--- src/rtl/pfx_pkg.sv ---
package pfx_pkg;

  // Scan sequencer phases.
  typedef enum logic [0:0] {
    PH_IDLE = 1'b0,
    PH_SCAN = 1'b1
  } pfx_phase_e;

  // Number of doubling levels for an N-element vector.
  function automatic int unsigned pfx_levels(input int unsigned n);
    return $clog2(n);
  endfunction

  // Width of a counter able to index every level (at least one bit).
  function automatic int unsigned pfx_lvl_bits(input int unsigned n);
    int unsigned l;
    l = $clog2(n);
    return (l > 1) ? $clog2(l) : 1;
  endfunction

  // Distance between an element and its partner on a given level.
  function automatic int unsigned pfx_offset(input int unsigned level);
    return 32'd1 << level;
  endfunction

endpackage

--- src/rtl/pfx_ctrl.sv ---
module pfx_ctrl
  import pfx_pkg::*;
#(
  parameter int unsigned N = 8
) (
  input  logic                             clk,
  input  logic                             rst_n,
  input  logic                             start,
  output logic                             load,
  output logic                             step,
  output logic [pfx_lvl_bits(N)-1:0]       lvl,
  output logic                             busy,
  output logic                             done
);

  localparam int unsigned L   = pfx_levels(N);
  localparam int unsigned LVW = pfx_lvl_bits(N);

  pfx_phase_e           phase_q;
  logic [LVW-1:0]       lvl_q;
  logic                 done_q;
  logic                 last_lvl;

  assign last_lvl = (lvl_q == LVW'(L - 1));
  assign load     = start && (phase_q == PH_IDLE);
  assign step     = (phase_q == PH_SCAN);
  assign lvl      = lvl_q;
  assign busy     = (phase_q == PH_SCAN);
  assign done     = done_q;

  always_ff @(posedge clk) begin
    if (!rst_n) begin
      phase_q <= PH_IDLE;
      lvl_q   <= '0;
      done_q  <= 1'b0;
    end else begin
      done_q <= 1'b0;
      unique case (phase_q)
        PH_IDLE: begin
          if (start) begin
            phase_q <= PH_SCAN;
            lvl_q   <= '0;
          end
        end
        PH_SCAN: begin
          if (last_lvl) begin
            phase_q <= PH_IDLE;
            lvl_q   <= '0;
            done_q  <= 1'b1;
          end else begin
            lvl_q <= LVW'(lvl_q + 1'b1);
          end
        end
        default: phase_q <= PH_IDLE;
      endcase
    end
  end

  AST_LOAD_STARTS_SCAN: assert property (@(posedge clk) disable iff (!rst_n)
    load |=> (busy && lvl == '0));

  AST_DONE_SINGLE: assert property (@(posedge clk) disable iff (!rst_n)
    done |=> !done);

  AST_DONE_AFTER_LAST: assert property (@(posedge clk) disable iff (!rst_n)
    (step && last_lvl) |=> (done && !busy));

  AST_START_IGNORED: assert property (@(posedge clk) disable iff (!rst_n)
    (busy && start && !last_lvl) |=> (busy && lvl == LVW'($past(lvl) + 1'b1)));

endmodule

--- src/rtl/pfx_route.sv ---
module pfx_route
  import pfx_pkg::*;
#(
  parameter int unsigned N = 8,
  parameter int unsigned W = 16
) (
  input  logic [W-1:0]               vals    [N],
  input  logic [pfx_lvl_bits(N)-1:0] lvl,
  output logic [W-1:0]               partner [N],
  output logic                       take    [N]
);

  localparam int unsigned L   = pfx_levels(N);
  localparam int unsigned LVW = pfx_lvl_bits(N);

  logic [W-1:0] cand [N][L];
  logic         has  [N][L];

  for (genvar i = 0; i < N; i++) begin : g_el
    for (genvar j = 0; j < L; j++) begin : g_lv
      if (i >= pfx_offset(j)) begin : g_src
        assign cand[i][j] = vals[i - pfx_offset(j)];
        assign has[i][j]  = 1'b1;
      end else begin : g_none
        assign cand[i][j] = '0;
        assign has[i][j]  = 1'b0;
      end
    end

    always_comb begin
      partner[i] = '0;
      take[i]    = 1'b0;
      for (int j = 0; j < L; j++) begin
        if (lvl == LVW'(j)) begin
          partner[i] = cand[i][j];
          take[i]    = has[i][j];
        end
      end
    end
  end

endmodule

--- src/rtl/pfx_lane.sv ---
module pfx_lane #(
  parameter int unsigned W = 16
) (
  input  logic         clk,
  input  logic         rst_n,
  input  logic         load,
  input  logic         step,
  input  logic         take,
  input  logic [W-1:0] din,
  input  logic [W-1:0] partner,
  output logic [W-1:0] val
);

  // Sum truncated to the word width; the carry is dropped.
  function automatic logic [W-1:0] add_wrap(input logic [W-1:0] a, input logic [W-1:0] b);
    logic [W:0] full;
    full = {1'b0, a} + {1'b0, b};
    return full[W-1:0];
  endfunction

  logic [W-1:0] val_q;

  always_ff @(posedge clk) begin
    if (!rst_n) begin
      val_q <= '0;
    end else if (load) begin
      val_q <= din;
    end else if (step && take) begin
      val_q <= add_wrap(val_q, partner);
    end
  end

  assign val = val_q;

  AST_LANE_LOAD: assert property (@(posedge clk) disable iff (!rst_n)
    load |=> (val == $past(din)));

  AST_LANE_HOLD_LOW: assert property (@(posedge clk) disable iff (!rst_n)
    (step && !take && !load) |=> $stable(val));

  AST_LANE_IDLE_HOLD: assert property (@(posedge clk) disable iff (!rst_n)
    (!step && !load) |=> $stable(val));

  AST_NO_OVERFLOW: assert property (@(posedge clk) disable iff (!rst_n)
    (step && take && !load) |=> (val == W'($past(val) + $past(partner))));

endmodule

--- src/rtl/pfx_scan.sv ---
module pfx_scan
  import pfx_pkg::*;
#(
  parameter int unsigned N = 8,
  parameter int unsigned W = 16
) (
  input  logic           clk,
  input  logic           rst_n,
  input  logic           start,
  input  logic [N*W-1:0] din,
  output logic [N*W-1:0] dout,
  output logic           busy,
  output logic           done
);

  localparam int unsigned L   = pfx_levels(N);
  localparam int unsigned LVW = pfx_lvl_bits(N);

  logic           load;
  logic           step;
  logic [LVW-1:0] lvl;
  logic [W-1:0]   el_val  [N];
  logic [W-1:0]   el_din  [N];
  logic [W-1:0]   el_prt  [N];
  logic           el_take [N];

  pfx_ctrl #(.N(N)) u_ctrl (
    .clk   (clk),
    .rst_n (rst_n),
    .start (start),
    .load  (load),
    .step  (step),
    .lvl   (lvl),
    .busy  (busy),
    .done  (done)
  );

  pfx_route #(.N(N), .W(W)) u_route (
    .vals    (el_val),
    .lvl     (lvl),
    .partner (el_prt),
    .take    (el_take)
  );

  for (genvar i = 0; i < N; i++) begin : g_lane
    assign el_din[i]        = din[i*W +: W];
    assign dout[i*W +: W]   = el_val[i];

    pfx_lane #(.W(W)) u_lane (
      .clk     (clk),
      .rst_n   (rst_n),
      .load    (load),
      .step    (step),
      .take    (el_take[i]),
      .din     (el_din[i]),
      .partner (el_prt[i]),
      .val     (el_val[i])
    );
  end

  AST_DONE_IDLE: assert property (@(posedge clk) disable iff (!rst_n)
    done |-> !busy);

  AST_LANE0_FIXED: assert property (@(posedge clk) disable iff (!rst_n)
    (step && !load) |=> (el_val[0] == $past(el_val[0])));

  initial begin
    assert (N >= 2 && (N & (N - 1)) == 0 && L >= 1)
      else $error("pfx_scan: N must be a power of two, at least 2");
  end

endmodule

--- config.mk ---
export PLATFORM = sky130hd
export DESIGN_NAME = pfx_scan
export DESIGN_NICKNAME = d
export VERILOG_FILES = /design/src/rtl/pfx_pkg.sv /design/src/rtl/pfx_ctrl.sv /design/src/rtl/pfx_route.sv /design/src/rtl/pfx_lane.sv /design/src/rtl/pfx_scan.sv
export SDC_FILE = /design/constraint.sdc
export NUM_CORES = 1
export LEC_CHECK = 0
export ABC_AREA = 1
export BUFFER_PORTS_ARGS = -buffer_cell sky130_fd_sc_hd__buf_2
export CAP_MARGIN = 40
export CORE_MARGIN = 2
export CORE_UTILIZATION = 52
export DETAILED_ROUTE_END_ITERATION = 8
export GPL_ROUTABILITY_DRIVEN = 0
export HOLD_SLACK_MARGIN = 0.08
export PLACE_DENSITY = 0.79
export SETUP_SLACK_MARGIN = 0.3
export SLEW_MARGIN = 20
export SYNTH_ARGS = -nofsm -noshare
export SYNTH_HDL_FRONTEND = slang
export SYNTH_SLANG_ARGS = --single-unit
--- constraint.sdc ---
create_clock -name clk -period 2.5 [get_ports clk]
set_input_delay 0.375 -clock clk [delete_from_list [all_inputs] [get_ports clk]]
set_output_delay 0.375 -clock clk [all_outputs]
set_load 0.05 [all_outputs]
==> results of run 1 <==
-- synthesized netlist by cell type (all sizes together) --
cell type,instances
a21oi,207
xor2,23
nand3,152
o22ai,69
o21ai,156
clkinv,1
ha,113
or2,14
nand4,12
fa,7
dfxtp,132
a221oi,1
o211ai,4
nand3b,9
nor3,22
xnor2,13
clkbuf,46
a31oi,29
and2,5
inv,367
buf,51
a211oi,4
nor2,191
nand2,764
-- logic make-up after synthesis --
family          share of synthesized area
simple gates                        0.349
buf+inv                             0.135
compound gates                      0.184
flops                               0.195
xor+xnor                           0.0232
fa+ha+maj                           0.115
-- timing repair --
action | in CTS
setup buffers | 44
resized for setup | 271
pin swaps | 117
hold endpoints to repair | 0
endpoints found under the setup margin | 100
cloned | 8
-- stage by stage --
stage	worst slack, ps	TNS, ps	instance area (um^2)	util
floorplan	189	0	13900	-
global placement	-82.9	-840	16900	0.654
detailed placement	-169	-4110	16900	0.654
CTS	21.0	0	19000	0.737
==> key figures, run 1 <==
Run status
  • Status: stopped before the end
  • Fail Step: global routing (5_1_grt)
  • Tool error: [ERROR GRT-0228] Horizontal edge usage exceeds the maximum allowed. (20, 3) usage=65535 limit=3200

Floorplanning
  • Die X: 166 um
  • DIE HEIGHT: roughly 170 um
  • Initial core utilization: 0.525
  • Row count: slightly below 60
  • I/O pin count: 261

Clock network
  • Bufs on Longest Clock Path: 2
  • CTS root buf: clkbuf_16
  • Htree depth: 4
  • CTS sink count: about 130
  • CTS Buf Count: 17
  • Hold_buf cts: 0

Place
  • IO buf count: 260
  • Placed Cells: 3126
  • Final HPWL DP: 41200 um

Yosys
  • Synthesis Warnings: 0
  • Syn nets: 2643
  • Syn Inst Count: 2392
  • Top cells by area, synth: nand2_1 (21%), dfxtp_1 (19%), ha_1 (10%), inv_1 (10%), a21oi_1 (7.6%)
  • Sequential area share after synthesis: 0.195
  • #FFs+latches synth: 132
  • Yosys cell types: 31
  • Yosys top cell by area: nand2_1
  • Post-synth top area share: 0.211
  • Syn avg cell area: 5.67 um^2
  • Post-Synthesis Cell Area: about 14000 um^2

STA
  • Worst endpoint type: register input
  • Post-GRT worst EP: g_lane[3].u_lane.val[4]$_SDFFE_PN0P_/D

Global routing
  • Pin count of the biggest net entering global routing: 92
==> run 2: changes to the inputs <==
--- a/config.mk
+++ b/config.mk
@@ -9,12 +9,10 @@
 export BUFFER_PORTS_ARGS = -buffer_cell sky130_fd_sc_hd__buf_2
 export CAP_MARGIN = 40
 export CORE_MARGIN = 2
-export CORE_UTILIZATION = 52
+export CORE_UTILIZATION = 40
 export DETAILED_ROUTE_END_ITERATION = 8
 export GPL_ROUTABILITY_DRIVEN = 0
-export HOLD_SLACK_MARGIN = 0.08
-export PLACE_DENSITY = 0.79
-export SETUP_SLACK_MARGIN = 0.3
+export PLACE_DENSITY_LB_ADDON = 0.15
 export SLEW_MARGIN = 20
 export SYNTH_ARGS = -nofsm -noshare
 export SYNTH_HDL_FRONTEND = slang
==> constraint.sdc (replaced) <==
create_clock -name clk -period 3.25 [get_ports clk]
set_input_delay 0.4875 -clock clk [delete_from_list [all_inputs] [get_ports clk]]
set_output_delay 0.4875 -clock clk [all_outputs]
set_load 0.05 [all_outputs]
==> run 2 against run 1 <==
The flow now finishes without violations. Synthesized area is the same. Synthesized cell count is the same.
==> key figures, run 2 <==
Critical path
  • Setup crit start kind: register
  • Most frequent CP cell: nand2_1
  • Critical-path cell list: nor2_1, clkinvlp_4, buf_4, buf_4, o22ai_1, nor2_1, ha_1, fa_1, nand2_1, nand2_1, and2_1, a21oi_1, xnor2_1, nand2_1, a21oi_1
  • WP buf/inv: 3
  • Req. time, crit path: ~3600 ps
  • Slowest cell on crit path: fa_1
  • Slowest stage delay, CP: 420 ps
  • Delay-heaviest family, CP: simple AND/OR/NAND/NOR gates
  • Critical path class: register to register
  • R2R setup slack: 290 ps
  • CP Max Fanout: 16
  • Crit path DAT: 3340 ps
  • Critical Path End Type: register

Route
  • Iteration-0 DRC Markers: 1212
  • DR vias: 16.3k
  • WL met1: 23400 um
  • Top layer in use: met4
  • Antenna Nets Post-Route: 0
  • Wire length on met3: 4280 um
  • Vias per inst: roughly 5.3
  • Routed WL per cell: around 18 um
  • WL final: 54000 um
  • Final routed DRC violation total: 0
  • Wire length on met2: roughly 24000 um
  • First drt pass iteration count: 6

Floorplanning
  • Die X: 188 um
  • Die area: 35400 um^2
  • Core area: between 30000 and 40000 um^2
  • DIE HEIGHT: about 190 um
  • Row count: 67
  • I/O pin count: roughly 260
  • Initial core utilization: 0.406

STA
  • Final setup TNS: 0 ps
  • Worst Clk Skew: 12.7 ps
  • RSZ-0062 raised after global routing: no
  • Final hold vios: 0
  • F_max: approximately 0.34 GHz
  • Number of max-slew violations in the final report: 0
  • Final Setup Violations: 0
  • Final period utilization: 0.912
  • Worst slew pin tran: 799 ps
  • Slew HR: 0.466
  • Fin crit period: a little under 3000 ps

Clock network
  • CTS Buf Count: 17
  • CTS root buf: clkbuf_16
  • Worst-skew pair later-pin latency: between 400 and 500 ps
  • Bufs on Longest Clock Path: 2
  • Clk pin slew, worst setup/hold paths: 70 ps
  • CTS tree: done
  • Htree depth: 4
  • CTS sink count: 132

Power
  • P per Cell Area: between 500 and 600 nW/um^2
  • NetSw: 0.00419 W
  • Overall power: 0.00865 W
  • Switching share of power: 0.484
  • Combinational group share of total power: 0.498
  • Sequential group share of total power: 0.258
  • Internal power: around 0.0045 W
  • Lkg Pwr: 8.91 nW
  • Peak VDD IR: 418 uV
  • Clk pwr share: 0.244

Global routing
  • GRT Util Overall: 0.299
  • First-pass GRT wire length: between 80000 and 90000 um
  • Grt total ovfl: 0
  • Initial antenna violation count: 1
  • Vias in the first global route: 15.0k
  • Pin count of the biggest net entering global routing: a little under 80

Yosys
  • Sequential area share after synthesis: 0.195
  • Yosys top cell by area: nand2_1
  • #FFs+latches synth: 132
  • Syn Inst Count: 2392
  • Syn avg cell area: 5.67 um^2
  • Top cells by count, synth: nand2_1 (763), inv_1 (360), a21oi_1 (207), nor2_1 (188), nand3_1 (152)
  • Synthesis Warnings: 0
  • Asr flop ratio synth: 0
  • Yosys cell types: 31
  • Post-synth top area share: 0.211
  • EDFF count, synth: 0
  • Post-Synthesis Cell Area: 13600 um^2
  • Syn nets: between 2k and 3k
  • Synth Flop Type: dfxtp_1
  • Top cells by area, synth: nand2_1 (21%), dfxtp_1 (19%), ha_1 (10%), inv_1 (10%), a21oi_1 (7.6%)
  • Most numerous cell in the Yosys netlist: nand2_1

Place
  • Final HPWL DP: about 42000 um
  • IO buf count: 260

Finish
  • Max reg flops: 128
  • Area grow syn2layout: 17.8%
  • Most common cell after layout, fill and taps aside: nand2_1
  • NumNets Final: 2865
  • Fin util: 0.478
  • Fraction of layout cells with a size suffix above 1: 0.137
  • Commonest non-fill, non-tap cells in the layout: nand2_1 (762), inv_1 (358), buf_2 (260)

Run status
  • Status: complete, no violations

Worst hold path
  • Hold WC Path Type: input pin to register

Flow run
  • Max Cap Viol: 0
[run 2: cell counts after synthesis]
No cell type changed its count.
[run 2: cells by family after synthesis]
| logic type | Yosys count | synth area share |
|---|---|---|
| AOI/OAI and AO/OA | 470 | 0.184 |
| xor gates and xnor gates | 36 | 0.0232 |
| adders and majority gates | 120 | 0.115 |
| buffers and inverters | 465 | 0.135 |
| DFF | 132 | 0.195 |
| and+or+nand+nor | 1169 | 0.349 |
[run 2: path summary, 6_finish.rpt]
kind,startpoint,endpoint,cells after the start
worst max register to register,u_ctrl.lvl[0],g_lane[6].u_lane.val[8],15
worst min register to register,g_lane[7].u_lane.val[12],g_lane[7].u_lane.val[12],2
worst max-delay path,u_ctrl.lvl[0],g_lane[6].u_lane.val[8],15
worst min-delay path,din[96],g_lane[6].u_lane.val[0],3
[run 2: power groups by stage]
stage / Combinational, W / Clock, W / Sequential (W)
after global placement: 0.00422 / 0 / 0.00225
after CTS: 0.00428 / 0.00213 / 0.00222
after floorplan: 0.00246 / 0 / 0.00278
after global routing: 0.00476 / 0.00220 / 0.00225
final: 0.00431 / 0.00211 / 0.00223
after detailed placement: 0.00425 / 0 / 0.00225
[run 2: cell type report]
| class | count | area [um^2] |
|---|---|---|
| fill | 3665 | 17500 |
| antenna | 1 | 2.50 |
| inverter | 368 | 1390 |
| clock buffer | 20 | 467 |
| sequential | 132 | 2640 |
| tap | 448 | 561 |
| multi-input combinational | 1795 | 9110 |
| clock inverter | 11 | 150 |
| timing repair buffer | 300 | 1660 |
[run 2: repair_timing]
| item | 4_1_cts | 5_1_grt |
|---|---|---|
| resized for setup | 0 | 2 |
| setup endpoints to repair | 0 | 10 |
| buffers inserted | 0 | 3 |
| hold buffers | 0 | 0 |
[run 2: worst register-to-register path: stages (launching register included)]
cell and delay, ps:
dfxtp_2 370, nor2_1 310, clkinvlp_4 140, buf_4 210
buf_4 200, o22ai_1 140, nor2_1 60, ha_1 220
fa_1 420, nand2_1 90, nand2_1 80, and2_1 180
a21oi_1 160, xnor2_1 130, nand2_1 70, a21oi_1 120
[run 2: metal layers]
layer	GRT usage	vias up
met5	0	-
met4	0.154	0
met3	0.0425	127
met2	0.475	644
met1	0.396	7376
li1	-	8126
[run 2: stage by stage]
stage,instances,worst slack (ps),hold slack [ps],area [um^2]
floorplan,2392,688,592,13600
finish,3075,286,305,16000
detailed placement,3040,247,481,15300
CTS,3071,236,290,16000
global placement,3040,292,478,15300
global route,3074,74.3,304,16000
Note: power is estimated with default switching activity, not from simulation.
==> run 3: changes to the inputs <==
--- a/config.mk
+++ b/config.mk
@@ -9,7 +9,7 @@
 export BUFFER_PORTS_ARGS = -buffer_cell sky130_fd_sc_hd__buf_2
 export CAP_MARGIN = 40
 export CORE_MARGIN = 2
-export CORE_UTILIZATION = 40
+export CORE_UTILIZATION = 55
 export DETAILED_ROUTE_END_ITERATION = 8
 export GPL_ROUTABILITY_DRIVEN = 0
 export PLACE_DENSITY_LB_ADDON = 0.15
==> constraint.sdc (replaced) <==
create_clock -name clk -period 3.6 [get_ports clk]
set_input_delay 0.54 -clock clk [delete_from_list [all_inputs] [get_ports clk]]
set_output_delay 0.54 -clock clk [all_outputs]
set_load 0.05 [all_outputs]
==> run 3 against run 2 <==
Global-route usage grew 7.8 points. Clock skew grew 1.2 ps. Final cell count fell by 4.5%. Register-to-register slack better by 150 ps. First-iteration DRC count grew 66%. Via count rose by 3.1%. Hold slack gained 55 ps. Combinational power is 11% lower. Critical path depth rose by 3. Power decreased by 10%. Non-clock buffer count fell by 15. Critical path type unchanged. Critical endpoint is now g_lane[6].u_lane.val[14].
==> key figures, run 3 (synthesis gave the netlist of run 2 again) <==
Critical path
  • Delay-heaviest family, CP: simple AND/OR/NAND/NOR gates
  • Critical path class: register to register
  • Req. time, crit path: 3890 ps
  • Setup crit start kind: register
  • Most frequent CP cell: nand2_1
  • Slowest cell on crit path: dfxtp_1
  • Critical-path cell list: inv_2, nor2_1, inv_1, buf_4, o22ai_1, nor2_1, ha_1, fa_1, nand2_1, nand2_1, nand3b_1, nand2_1, nand2_1, nand2_1, nand2_1, nand3_1, nand2_1, a21oi_1
  • Critical Path End Type: register
  • Crit path DAT: 3450 ps
  • WP buf/inv: 3
  • Slowest stage delay, CP: about 510 ps
  • CP Max Fanout: 16

STA
  • Final period utilization: 0.878
  • Worst slew pin tran: 797 ps
  • F_max: 0.316 GHz
  • Hold WS: 360 ps
  • Final setup TNS: 0 ps
  • Slew HR: 0.469
  • Final Setup Violations: 0
  • Number of max-slew violations in the final report: 0
  • Final hold vios: 0
  • Fin crit period: 3160 ps
  • RSZ-0062 raised after global routing: no
  • Worst Clk Skew: 13.9 ps

Route
  • First drt pass iteration count: 6
  • Vias per inst: around 5.7
  • DR vias: 16.8k
  • WL final: 50300 um
  • Antenna Nets Post-Route: 0
  • Final routed DRC violation total: 0
  • Iteration-0 DRC Markers: just over 2k
  • Routed WL per cell: 17.1 um

Place
  • Placed Cells: 2904
  • Final HPWL DP: 38200 um
  • IO buf count: 260

Worst hold path
  • Hold WC Path Type: input pin to register

Clock network
  • Post-CTS Setup Inserts: 0
  • Htree depth: 4
  • CTS tree: done
  • CTS sink count: 132
  • CTS root buf: clkbuf_16
  • CTS Buf Count: 17
  • Bufs on Longest Clock Path: 2
  • Post-CTS sizing: 0
  • Worst-skew pair later-pin latency: 440 ps
  • Clk pin slew, worst setup/hold paths: approximately 70 ps
  • Hold_buf cts: 0

Run status
  • Status: complete, no violations

Power
  • Peak VDD IR: about 270 uV
  • Overall power: around 0.008 W
  • Lkg Pwr: about 9 nW
  • P per Cell Area: 496 nW/um^2

Flow run
  • Max Cap Viol: 0

Finish
  • NumNets Final: about 2.9k
  • Filler cell count: 2395
  • Multi-input gate area in the final layout: around 9100 um^2
  • Max reg flops: 128
  • Commonest non-fill, non-tap cells in the layout: nand2_1 (762), inv_1 (360), buf_2 (260)
  • Area grow syn2layout: 15.6%
  • Storage element area: 2640 um^2
  • Most common cell after layout, fill and taps aside: nand2_1
  • Non-Filler Instances: ~3k
  • Fraction of layout cells with a size suffix above 1: 0.131

Floorplanning
  • I/O pin count: around 260
  • Die X: roughly 160 um
  • Row count: 57
  • Die area: roughly 26000 um^2
  • Initial core utilization: 0.560
  • DIE HEIGHT: 161 um
  • Core area: 24200 um^2

Global routing
  • Pin count of the biggest net entering global routing: 91
  • M2 GR Usage: 0.611
  • Vias in the first global route: 15.1k
  • First-pass GRT wire length: 78400 um
  • Routing usage on met3: 0.0598
  • Initial antenna violation count: 1
  • Met1 global-route usage: 0.484
  • Gr busiest metal: met2
  • Grt total ovfl: 0
  • GRT Util Overall: 0.378
==> run 3: layout make-up <==
class	instances	area share
antenna	1	0.000159
clock buffer	19	0.0289
clock inverter	12	0.0108
inverter	368	0.0884
multi-input combinational	1795	0.580
sequential	132	0.168
tap	324	0.0258
timing repair buffer	285	0.0973
==> run 3: final timing paths <==
| path | slack (ps) | endpoint | start | depth (start not counted) |
|---|---|---|---|---|
| worst max-delay path | 440 | g_lane[6].u_lane.val[14] | u_ctrl.lvl[1] | 18 |
| worst min-delay path | 360 | g_lane[4].u_lane.val[7] | din[71] | 3 |
| worst max register to register | 440 | g_lane[6].u_lane.val[14] | u_ctrl.lvl[1] | 18 |
| worst min register to register | 500 | g_lane[7].u_lane.val[13] | g_lane[7].u_lane.val[13] | 2 |
==> run 3: metal layers <==
layer,wire length [um],up-vias
li1,-,8103
met1,20000,7511
met2,22200,967
met3,5210,196
met4,2890,0
met5,0,-
==> run 3: where the power goes <==
| group | total, W | internal [W] | leakage (nW) | switching [W] |
|---|---|---|---|---|
| clock | 0.00193 | 0.00114 | 0.305 | 0.000787 |
| sequential | 0.00202 | 0.00165 | 1.09 | 0.000365 |
| combinational | 0.00384 | 0.00121 | 7.45 | 0.00263 |
| total | 0.00778 | 0.00400 | 8.85 | 0.00378 |
==> run 3: through the flow <==
step | cell area, um^2 | setup WS, ps | util
6_report | 15700 | 440 | 0.647
3_5_place_dp | 15100 | 510 | 0.621
5_1_grt | 15700 | 161 | 0.647
4_1_cts | 15700 | 525 | 0.647
2_1_floorplan | 13600 | 1040 | -
3_3_place_gp | 15100 | 597 | 0.621
==> run 3: worst register-to-register path: stages (launching register included) <==
cell and delay [ps]:
dfxtp_1 510, inv_2 70, nor2_1 200, inv_1 310, buf_4 290, o22ai_1 130, nor2_1 60, ha_1 230
fa_1 410, nand2_1 100, nand2_1 90, nand3b_1 90, nand2_1 120, nand2_1 110, nand2_1 60, nand2_1 60
nand3_1 60, nand2_1 70, a21oi_1 50
